===== src/rtl/tap_pkg.sv =====
package tap_pkg;

    localparam int IR_W = 3;

    typedef enum logic [3:0] {
        ST_RESET, ST_IDLE,
        ST_SEL_DR, ST_CAP_DR, ST_SH_DR, ST_EX1_DR, ST_PAU_DR, ST_EX2_DR, ST_UPD_DR,
        ST_SEL_IR, ST_CAP_IR, ST_SH_IR, ST_EX1_IR, ST_PAU_IR, ST_EX2_IR, ST_UPD_IR
    } tap_state_e;

    typedef enum logic [1:0] {
        DR_BYPASS, DR_IDENT, DR_BOUNDARY
    } dr_sel_e;

    localparam logic [IR_W-1:0] OP_EXTEST  = 3'b000;
    localparam logic [IR_W-1:0] OP_IDENT   = 3'b001;
    localparam logic [IR_W-1:0] OP_SAMPLEZ = 3'b010;
    localparam logic [IR_W-1:0] OP_BYPASS  = 3'b111;
    localparam logic [IR_W-1:0] IR_CAPTURE = 3'b001;

    function automatic tap_state_e tap_next(input tap_state_e s, input logic m);
        case (s)
            ST_RESET:  return m ? ST_RESET  : ST_IDLE;
            ST_IDLE:   return m ? ST_SEL_DR : ST_IDLE;
            ST_SEL_DR: return m ? ST_SEL_IR : ST_CAP_DR;
            ST_CAP_DR: return m ? ST_EX1_DR : ST_SH_DR;
            ST_SH_DR:  return m ? ST_EX1_DR : ST_SH_DR;
            ST_EX1_DR: return m ? ST_UPD_DR : ST_PAU_DR;
            ST_PAU_DR: return m ? ST_EX2_DR : ST_PAU_DR;
            ST_EX2_DR: return m ? ST_UPD_DR : ST_SH_DR;
            ST_UPD_DR: return m ? ST_SEL_DR : ST_IDLE;
            ST_SEL_IR: return m ? ST_RESET  : ST_CAP_IR;
            ST_CAP_IR: return m ? ST_EX1_IR : ST_SH_IR;
            ST_SH_IR:  return m ? ST_EX1_IR : ST_SH_IR;
            ST_EX1_IR: return m ? ST_UPD_IR : ST_PAU_IR;
            ST_PAU_IR: return m ? ST_EX2_IR : ST_PAU_IR;
            ST_EX2_IR: return m ? ST_UPD_IR : ST_SH_IR;
            default:   return m ? ST_SEL_DR : ST_IDLE;
        endcase
    endfunction

    function automatic dr_sel_e decode_dr(input logic [IR_W-1:0] op);
        case (op)
            OP_EXTEST, OP_SAMPLEZ: return DR_BOUNDARY;
            OP_IDENT:              return DR_IDENT;
            default:               return DR_BYPASS;
        endcase
    endfunction

    function automatic logic decode_hiz(input logic [IR_W-1:0] op);
        return (op == OP_EXTEST) || (op == OP_SAMPLEZ);
    endfunction

endpackage


===== src/rtl/tap_fsm.sv =====
module tap_fsm
    import tap_pkg::*;
(
    input  logic       tck,
    input  logic       rst,
    input  logic       tms,
    output tap_state_e state
);

    always_ff @(posedge tck) begin
        if (rst) state <= ST_RESET;
        else     state <= tap_next(state, tms);
    end


    five_ones_reset_chk: assert property (@(posedge tck) disable iff (rst)
        (tms && $past(tms) && $past(tms, 2) && $past(tms, 3) && $past(tms, 4))
        |=> (state == ST_RESET));

endmodule


===== src/rtl/tap_ir.sv =====
module tap_ir
    import tap_pkg::*;
(
    input  logic            tck,
    input  logic            rst,
    input  logic            tdi,
    input  tap_state_e      state,
    output logic [IR_W-1:0] ir_shift,
    output logic [IR_W-1:0] ir_active
);

    always_ff @(posedge tck) begin
        if (rst)                    ir_shift <= '0;
        else if (state == ST_CAP_IR) ir_shift <= IR_CAPTURE;
        else if (state == ST_SH_IR)  ir_shift <= {tdi, ir_shift[IR_W-1:1]};
    end

    always_ff @(negedge tck) begin
        if (rst || state == ST_RESET) ir_active <= OP_IDENT;
        else if (state == ST_UPD_IR)  ir_active <= ir_shift;
    end


    ir_update_only_chk: assert property (@(posedge tck) disable iff (rst)
        !$stable(ir_active) |-> (state == ST_UPD_IR || state == ST_RESET));


    reset_ident_chk: assert property (@(posedge tck) disable iff (rst)
        (state == ST_RESET) |-> (ir_active == OP_IDENT));

endmodule


===== src/rtl/tap_dr.sv =====
module tap_dr
    import tap_pkg::*;
#(
    parameter int          BSR_LEN = 16,
    parameter logic [31:0] ID_CODE = 32'h0B3C_5069
) (
    input  logic               tck,
    input  logic               rst,
    input  logic               tdi,
    input  tap_state_e         state,
    input  dr_sel_e            sel,
    input  logic [BSR_LEN-1:0] pin_vec,
    output logic               dr_out
);

    localparam int ID_W = 32;

    logic               byp_q;
    logic [ID_W-1:0]    id_q;
    logic [BSR_LEN-1:0] bsr_q;

    always_ff @(posedge tck) begin
        if (rst) begin
            byp_q <= 1'b0;
            id_q  <= '0;
            bsr_q <= '0;
        end else if (state == ST_CAP_DR) begin
            case (sel)
                DR_BOUNDARY: bsr_q <= pin_vec;
                DR_IDENT:    id_q  <= ID_CODE;
                default:     byp_q <= 1'b0;
            endcase
        end else if (state == ST_SH_DR) begin
            case (sel)
                DR_BOUNDARY: bsr_q <= {tdi, bsr_q[BSR_LEN-1:1]};
                DR_IDENT:    id_q  <= {tdi, id_q[ID_W-1:1]};
                default:     byp_q <= tdi;
            endcase
        end
    end

    always_comb begin
        case (sel)
            DR_BOUNDARY: dr_out = bsr_q[0];
            DR_IDENT:    dr_out = id_q[0];
            default:     dr_out = byp_q;
        endcase
    end


    bypass_capture_chk: assert property (@(posedge tck) disable iff (rst)
        (state == ST_CAP_DR && sel == DR_BYPASS) |=> (byp_q == 1'b0));

endmodule


===== src/rtl/jtag_tap_ctrl.sv =====
module jtag_tap_ctrl
    import tap_pkg::*;
#(
    parameter int          BSR_LEN = 16,
    parameter logic [31:0] ID_CODE = 32'h0B3C_5069
) (
    input  logic               tck,
    input  logic               rst,
    input  logic               tms,
    input  logic               tdi,
    input  logic [BSR_LEN-1:0] pin_vec,
    output logic               tdo,
    output logic               tdo_oe,
    output logic               core_hiz
);

    tap_state_e      state;
    logic [IR_W-1:0] ir_shift;
    logic [IR_W-1:0] ir_active;
    dr_sel_e         dr_sel;
    logic            dr_out;
    logic            shift_bit;
    logic            in_shift;

    tap_fsm i_fsm (
        .tck   (tck),
        .rst   (rst),
        .tms   (tms),
        .state (state)
    );

    tap_ir i_ir (
        .tck       (tck),
        .rst       (rst),
        .tdi       (tdi),
        .state     (state),
        .ir_shift  (ir_shift),
        .ir_active (ir_active)
    );

    assign dr_sel   = decode_dr(ir_active);
    assign core_hiz = decode_hiz(ir_active);

    tap_dr #(
        .BSR_LEN (BSR_LEN),
        .ID_CODE (ID_CODE)
    ) i_dr (
        .tck     (tck),
        .rst     (rst),
        .tdi     (tdi),
        .state   (state),
        .sel     (dr_sel),
        .pin_vec (pin_vec),
        .dr_out  (dr_out)
    );

    assign in_shift  = (state == ST_SH_IR) || (state == ST_SH_DR);
    assign shift_bit = (state == ST_SH_IR) ? ir_shift[0] : dr_out;

    always_ff @(negedge tck) begin
        if (rst) begin
            tdo    <= 1'b0;
            tdo_oe <= 1'b0;
        end else begin
            tdo    <= in_shift ? shift_bit : 1'b0;
            tdo_oe <= in_shift;
        end
    end


    oe_shift_chk: assert property (@(posedge tck) disable iff (rst)
        tdo_oe == ((state == ST_SH_IR) || (state == ST_SH_DR)));


    tdo_quiet_chk: assert property (@(posedge tck) disable iff (rst)
        !tdo_oe |-> (tdo == 1'b0));

endmodule


===== config.mk =====
export PLATFORM = sky130hd
export DESIGN_NAME = jtag_tap_ctrl
export DESIGN_NICKNAME = d
export VERILOG_FILES = /design/src/rtl/tap_pkg.sv /design/src/rtl/tap_fsm.sv /design/src/rtl/tap_ir.sv /design/src/rtl/tap_dr.sv /design/src/rtl/jtag_tap_ctrl.sv
export SDC_FILE = /design/constraint.sdc
export NUM_CORES = 1
export LEC_CHECK = 0
export BUFFER_PORTS_ARGS = -buffer_cell sky130_fd_sc_hd__buf_2
export CORE_MARGIN = 2
export CORE_UTILIZATION = 45
export CTS_CLUSTER_SIZE = 10
export DETAILED_ROUTE_END_ITERATION = 12
export HOLD_SLACK_MARGIN = 0.02
export PLACE_DENSITY = 0.63
export SLEW_MARGIN = 30
export SYNTH_ARGS = -nofsm -noshare
export SYNTH_HDL_FRONTEND = slang
export SYNTH_SLANG_ARGS = --single-unit
export TNS_END_PERCENT = 50

===== constraint.sdc =====
create_clock -name tck -period 1.9 [get_ports tck]
set_input_delay 0.095 -clock tck [delete_from_list [all_inputs] [get_ports tck]]
set_output_delay 0.095 -clock tck [all_outputs]
set_load 0.005 [all_outputs]

==> results.sh, run 1 <==
export IMPL_cts_buffer_depth=2
export IMPL_num_io_pins=23
export IMPL_grt_pass1_wl_mm=10.5
export IMPL_multi_input_area_um2=1660
export IMPL_irDropWorstVdd_mv=0.465
export IMPL_use_met1_pct=22.7
export IMPL_drtIter0Drc=80
export IMPL_drv_slew=0
export IMPL_grt_start_max_net_pins=26
export IMPL_clock_sinks=61
export IMPL_ys_types=47
export IMPL_cts_max_level=3
export IMPL_root_buffer="clkbuf_8"
export IMPL_worst_pin_slew_ns=0.326
export IMPL_path_class="register to register"
export IMPL_drcViolationCount=0
export IMPL_synth_top_family_by_area="simple AND/OR/NAND/NOR gates"
export IMPL_nFillCells=570
export IMPL_path_clk_slew_ns=0.07
export IMPL_ys_ff_latch=61
export IMPL_dpl_cell_area_um2=3310
export IMPL_grt_pass1_vias=2235
export IMPL_final_cell_area_um2=3770
export IMPL_avgSynthCellArea_um2=9.91
export IMPL_clock_skew_final_ns=0.0445
export IMPL_hold_viol=0
export IMPL_ys_warnings_count=0
export IMPL_hold_slack_ns=0.0211
export IMPL_clock_latency_ns=0.38
export IMPL_die_area_um2=7270
export IMPL_die_x_um=85.3
export IMPL_top_usage_layer="met2"
export IMPL_drive_gt1_share_pct=34.5
export IMPL_syn_nets=320
export IMPL_syn_cell_area_um2=2970
export IMPL_crit_chain="or3_4 -> a211o_1 -> buf_6 -> o32ai_2"
export IMPL_fp_row_count=29
export IMPL_routed_via_density=5.37
export IMPL_die_height_um=85.3
export IMPL_fin_tns_setup_ns=-17.39
export IMPL_nNetsFinal=367
export IMPL_start_util_pct=46.5
export IMPL_path_max_fanout=8
export IMPL_cts_tree="yes"
export IMPL_synth_top_area_share_pct=41.1
export IMPL_final_util_pct=59.1
export IMPL_synth_flop_cell="dfxtp_1"
export IMPL_core_area_um2=6390
export IMPL_synth_area_leaders="dfxtp_1 (41%), mux2i_1 (10%), o32ai_2 (5.5%), mux2_4 (3.0%), nor2_1 (2.8%)"
export IMPL_overflow=0
export IMPL_critical_path_startpoint_type="register"
export IMPL_critical_path_arrival_ns=2.57
export IMPL_cp_slowest_cell="or3_4"
export IMPL_port_buffers=22
export IMPL_use_met2_pct=29.2
export IMPL_slowest_delay_ns=0.38
export IMPL_setup_slack_ns=-0.414
export IMPL_wire_per_inst_um=14.2
export IMPL_critical_path_required_ns=2.15
export IMPL_synthTopCellsByCount="dfxtp_1 (61), mux2i_1 (31), nor2_1 (22)"
export IMPL_antenna_found_initial=0
export IMPL_cts_buffers=9
export IMPL_crit_family="simple AND/OR/NAND/NOR gates"
export IMPL_drtPass1Iterations=4
export IMPL_dp_hpwl_mm=3.90
export IMPL_syn_to_final_growth_pct=27.0
export IMPL_async_reset_ff_share_pct=0
export IMPL_wirelength_mm=6.10
export IMPL_synth_simple_gate_area_share_pct=18.3
export IMPL_regArea_um2=1230
export IMPL_grtUsageTotal_pct=17.7
export IMPL_setup_viol=52
export IMPL_dp_cells=400
export IMPL_diodes=0
export IMPL_synth_xor_area_share_pct=0
export IMPL_violations="negative setup slack"
export IMPL_synth_edf_count=0
export IMPL_num_vias=2297
export IMPL_crit_buf_inv=1
export IMPL_synthAdderAreaFrac_pct=0
export IMPL_fin_cells=428
export IMPL_maxSlewHeadroom_pct=78.2
export IMPL_rsz0062_at_grt="yes"
export IMPL_synth_cells=300
export IMPL_antenna_left=0
export IMPL_hold_class="input pin to register"
export IMPL_ys_seq_area_share_pct=41.1
export IMPL_grt_util_met3_pct=5.84
export IMPL_synth_compound_area_share_pct=17.0
export IMPL_end_kind="register"
export IMPL_p_leak_nw=1.52
export IMPL_p_per_area_nw_per_um2=764
export IMPL_synthMuxAreaShare_pct=15.7
export IMPL_gp_congestion=0.768
export IMPL_yosys_area_top_type="dfxtp_1"
export IMPL_drv_cap=0
export IMPL_outcome="finished, violations left"
export IMPL_synth_most_common_cell="dfxtp_1"
==> routing by layer <==
metal  vias up  routed length, µm
met3         6                190
met1      1108               2910
met2        26               2940
li1       1157                  -
met5         -                  0
met4         0                 53
==> flip-flops by register name, summed over array words and instances, names as in the netlist <==
signal          flops
i_dr.id_q          32
i_dr.bsr_q         16
i_fsm.state         4
i_ir.ir_active      3
i_ir.ir_shift       3
i_dr.byp_q          1
tdo                 1
tdo_oe              1
==> kinds of logic after synthesis <==
| group | Yosys count |
|---|---|
| mux | 43 |
| simple gates | 91 |
| compound gates | 56 |
| flops | 61 |
| buf+inv | 49 |
==> repair_timing <==
action	CTS	global route
setup endpoints to repair	55	55
gates resized for setup	31	5
buffers inserted	4	4
pin swaps	8	2
hold buffers	0	0
cloned	1	0
==> worst reg2reg max path: cells and delay by family (launching register included) <==
| kind | cells | cell delay (ns) |
|---|---|---|
| DFF | 1 | 0.33 |
| buffers and inverters | 1 | 0.16 |
| AOI/OAI and AO/OA | 2 | 0.38 |
| and+or+nand+nor | 1 | 0.38 |
==> through the flow <==
step           worst slack, ns  total power, mW
2_1_floorplan           -0.384             1.50
3_3_place_gp            -0.378             1.56
3_5_place_dp            -0.408             1.56
4_1_cts                 -0.433             2.89
5_1_grt                 -0.462             2.99
6_report                -0.414             2.88
==> power by group <==
group / total (mW) / switching [mW] / leakage, nW / internal [mW]
clock: 1.34 / 0.526 / 0.142 / 0.812
combinational: 0.234 / 0.116 / 0.886 / 0.118
sequential: 1.31 / 0.0135 / 0.494 / 1.30
total: 2.88 / 0.656 / 1.52 / 2.23
==> path summary, 6_finish.rpt <==
path | startpoint | to | cells after the start | slack [ns]
worst max register to register | i_ir.ir_active[2]$_SDFFE_NP0N_ | i_dr.bsr_q[5]$_SDFFE_PP0P_ | 4 | -0.41
worst min register to register | i_dr.byp_q$_SDFFE_PP0P_ | i_dr.byp_q$_SDFFE_PP0P_ | 2 | 0.46
worst max-delay path | i_ir.ir_active[2]$_SDFFE_NP0N_ | i_dr.bsr_q[5]$_SDFFE_PP0P_ | 4 | -0.41
worst min-delay path | pin_vec[5] | i_dr.bsr_q[5]$_SDFFE_PP0P_ | 3 | 0.02
==> cells in the final DEF, fill, tap and decap left out, types with 3 or more instances in the layout <==
cell,n
inv_1,25
clkbuf_8,11
a21oi_1,7
nor2b_1,13
buf_6,8
nand4b_1,8
mux2i_1,31
a211o_1,3
nor2_1,21
dfxtp_2,7
o21ai_0,7
nand2_1,11
buf_2,22
nand3_1,7
o32ai_2,16
nand2b_1,13
dfxtp_1,54
o211a_1,8
buf_4,25
mux2_4,12
==> area by class of cell <==
cell class	instances	share of cell area, %
multi-input cells	190	43.9
flip-flops and latches	61	32.6
clock buffers	11	4.01
repair buffers	59	12.5
clock inverters	9	2.35
well taps	77	2.55
inverters	21	2.09
No activity file was read; power rests on OpenSTA's default activity.
==> run 2: changes to the inputs <==
--- a/config.mk
+++ b/config.mk
@@ -5,6 +5,7 @@
 export SDC_FILE = /design/constraint.sdc
 export NUM_CORES = 1
 export LEC_CHECK = 0
+export ABC_AREA = 1
 export BUFFER_PORTS_ARGS = -buffer_cell sky130_fd_sc_hd__buf_2
 export CORE_MARGIN = 2
 export CORE_UTILIZATION = 45
==> run 2 against run 1 <==
Compared with the run above:
- setup slack improved by 0.093 ns
- final cell count grew 20%
- critical endpoint is now i_dr.id_q[22]$_SDFFE_PP0P_
- critical path depth rose by 2
- the flow still finishes with violations (negative setup slack)
- die area decreased by 9.2%
- clock skew up 0.0042 ns
- combinational power grew to 4.9 times the previous value
- hold slack better by 0.057 ns
- final area shrank 6.0%
==> results.sh, run 2 <==
export IMPL_outcome="finished, violations left"
export IMPL_violations="negative setup slack"
export IMPL_p_leak_nw=1.60
export IMPL_syn_nets=406
export IMPL_syn_cell_area_um2=2690
export IMPL_setup_viol=51
export IMPL_internal_power_mw=2.66
export IMPL_yosys_area_top_type="dfxtp_1"
export IMPL_hold_class="input pin to register"
export IMPL_critical_path_arrival_ns=2.45
export IMPL_worst_pin_slew_ns=0.389
export IMPL_wire_per_inst_um=12.8
export IMPL_fin_cells=512
export IMPL_clock_latency_ns=0.38
export IMPL_final_cell_area_um2=3550
export IMPL_grt_pass1_vias=2352
export IMPL_path_clk_slew_ns=0.07
export IMPL_dpl_cell_area_um2=3070
export IMPL_core_area_um2=5850
export IMPL_antenna_left=0
export IMPL_die_x_um=81.3
export IMPL_gp_congestion=0.791
export IMPL_p_comb_share_pct=29.0
export IMPL_die_height_um=81.3
export IMPL_port_buffers=22
export IMPL_layout_common_cells="nand2_1 (80), dfxtp_1 (55), nor2_1 (51), a21oi_1 (33), buf_4 (25)"
export IMPL_diodes=0
export IMPL_clock_skew_final_ns=0.0487
export IMPL_fp_row_count=28
export IMPL_grtUsageTotal_pct=21.3
export IMPL_grt_start_max_net_pins=34
export IMPL_cts_buffer_depth=2
export IMPL_irDropWorstVdd_mv=0.566
export IMPL_drtPass1Iterations=4
export IMPL_syn_to_final_growth_pct=32.0
export IMPL_p_per_area_nw_per_um2=1120
export IMPL_wirelength_mm=6.58
export IMPL_reg_top3="i_dr.id_q x32, i_dr.bsr_q x16, i_fsm.state x4"
export IMPL_num_io_pins=23
export IMPL_synth_edf_count=0
export IMPL_path_class="register to register"
export IMPL_overflow=0
export IMPL_antenna_found_initial=0
export IMPL_avgSynthCellArea_um2=6.96
export IMPL_fin_tns_setup_ns=-12.49
export IMPL_dp_hpwl_mm=3.90
export IMPL_switching_share_pct=32.9
export IMPL_path_max_fanout=7
export IMPL_cts_max_level=3
export IMPL_clock_sinks=61
export IMPL_dp_cells=484
export IMPL_net_switching_power_mw=1.31
export IMPL_synth_top_area_share_pct=45.5
export IMPL_routed_via_density=5.18
export IMPL_critical_path_startpoint_type="register"
export IMPL_ys_ff_latch=61
export IMPL_synth_flop_cell="dfxtp_1"
export IMPL_die_area_um2=6600
export IMPL_synth_most_common_cell="nand2_1"
export IMPL_root_buffer="clkbuf_8"
export IMPL_mostFrequentLayoutCell="nand2_1"
export IMPL_grt_pass1_wl_mm=10.8
export IMPL_p_clk_share_pct=33.2
export IMPL_drv_slew=0
export IMPL_start_util_pct=45.9
export IMPL_setup_slack_ns=-0.321
export IMPL_synth_cells=386
export IMPL_nNetsFinal=452
export IMPL_hold_buffers=0
export IMPL_num_vias=2654
export IMPL_drive_gt1_share_pct=29.7
export IMPL_ys_warnings_count=0
export IMPL_p_seq_share_pct=37.8
export IMPL_drcViolationCount=0
export IMPL_end_kind="register"
export IMPL_hold_slack_ns=0.0781
export IMPL_finalPower_mw=3.96
export IMPL_ys_seq_area_share_pct=45.5
export IMPL_async_reset_ff_share_pct=0
export IMPL_hold_viol=0
export IMPL_synth_area_leaders="dfxtp_1 (45%), nand2_1 (14%), a21oi_1 (7.6%), nor2_1 (7.5%), o21ai_0 (5.4%)"
export IMPL_top_register="i_dr.id_q"
export IMPL_largest_reg_flops=32
export IMPL_rsz0062_at_grt="yes"
export IMPL_cts_tree="yes"
export IMPL_synthTopCellsByCount="nand2_1 (100), dfxtp_1 (61), nor2_1 (54)"
export IMPL_drv_cap=0
export IMPL_drtIter0Drc=90
export IMPL_critical_path_required_ns=2.13
export IMPL_cts_buffers=9
export IMPL_ys_types=24
export IMPL_maxSlewHeadroom_pct=73.8
==> run 2: cell types whose count changed in the layout (fill, tap and decap cells not counted), sizes merged, moves of 13 or more <==
cell / before / now
nand3: 7 / 25
nor2: 22 / 56
a21oi: 8 / 41
mux2i: 31 / 0
o32ai: 16 / 0
nor3: 0 / 16
nand2b: 13 / 0
nand2: 11 / 103
o21ai: 10 / 36
nor2b: 13 / 0
==> run 2: power by group through the flow <==
stage	clock network (mW)	registers (mW)	logic, mW
2_1_floorplan	0.0196	1.51	0.695
3_3_place_gp	0.0196	1.52	0.922
3_5_place_dp	0.0196	1.51	0.933
4_1_cts	1.34	1.49	1.04
5_1_grt	1.40	1.51	1.27
6_report	1.32	1.50	1.15
==> run 2: repair_timing <==
item / CTS / global route
endpoints found under the setup margin: 54 / 54
cloned: 2 / 2
hold endpoints to repair: 0 / 0
setup buffers: 3 / 1
pin swaps: 12 / 4
resized for setup: 10 / 34
==> run 2: kinds of logic (layout without fill, tap and decap cells) <==
group	count (synthesis)	count (layout)	synth area share [%]
AOI/OAI and AO/OA	83	83	16.0
DFF	61	61	45.5
buffers and inverters	42	93	7.45
and+or+nand+nor	200	200	31.1
==> run 2: worst paths after layout <==
| check | endpoint | slack [ns] | depth (start not counted) | from |
|---|---|---|---|---|
| worst max-delay path | i_dr.id_q[22]$_SDFFE_PP0P_ | -0.32 | 6 | i_ir.ir_active[2]$_SDFFE_NP0N_ |
| worst min-delay path | i_dr.bsr_q[9]$_SDFFE_PP0P_ | 0.08 | 5 | pin_vec[9] |
| worst max register to register | i_dr.id_q[22]$_SDFFE_PP0P_ | -0.32 | 6 | i_ir.ir_active[2]$_SDFFE_NP0N_ |
| worst min register to register | i_dr.id_q[16]$_SDFFE_PP0P_ | 0.47 | 2 | i_dr.id_q[16]$_SDFFE_PP0P_ |
==> run 2: stage by stage <==
step           worst slack [ns]  utilization, %
4_1_cts                  -0.295            58.2
3_3_place_gp             -0.214            52.4
2_1_floorplan            -0.173               -
6_report                 -0.321            60.6
3_5_place_dp             -0.242            52.4
5_1_grt                  -0.374            60.6
==> run 2: critical path, cell delays in order (launching register included) <==
cell	delay, ns
dfxtp_2	0.34
nor3_4	0.24
nand2_4	0.09
buf_12	0.16
clkbuf_16	0.17
nand2_2	0.05
a21oi_1	0.05
==> run 2: final cells by class <==
class / instances / area [µm²]
clock buffer: 13 / 149
clock inverter: 8 / 85.1
fill: 558 / 2300
inverter: 17 / 82.6
multi-input combinational: 283 / 1460
sequential: 61 / 1230
tap: 75 / 93.8
timing repair buffer: 53 / 413
timing repair inverter: 2 / 25.0
==> run 2: routing by layer <==
metal / GRT usage, % / wire, µm / vias up
met5: 0 / 0 / -
li1: - / - / 1357
met4: 6.78 / 72 / 0
met2: 36.0 / 3140 / 38
met3: 6.89 / 222 / 5
met1: 25.7 / 3140 / 1254
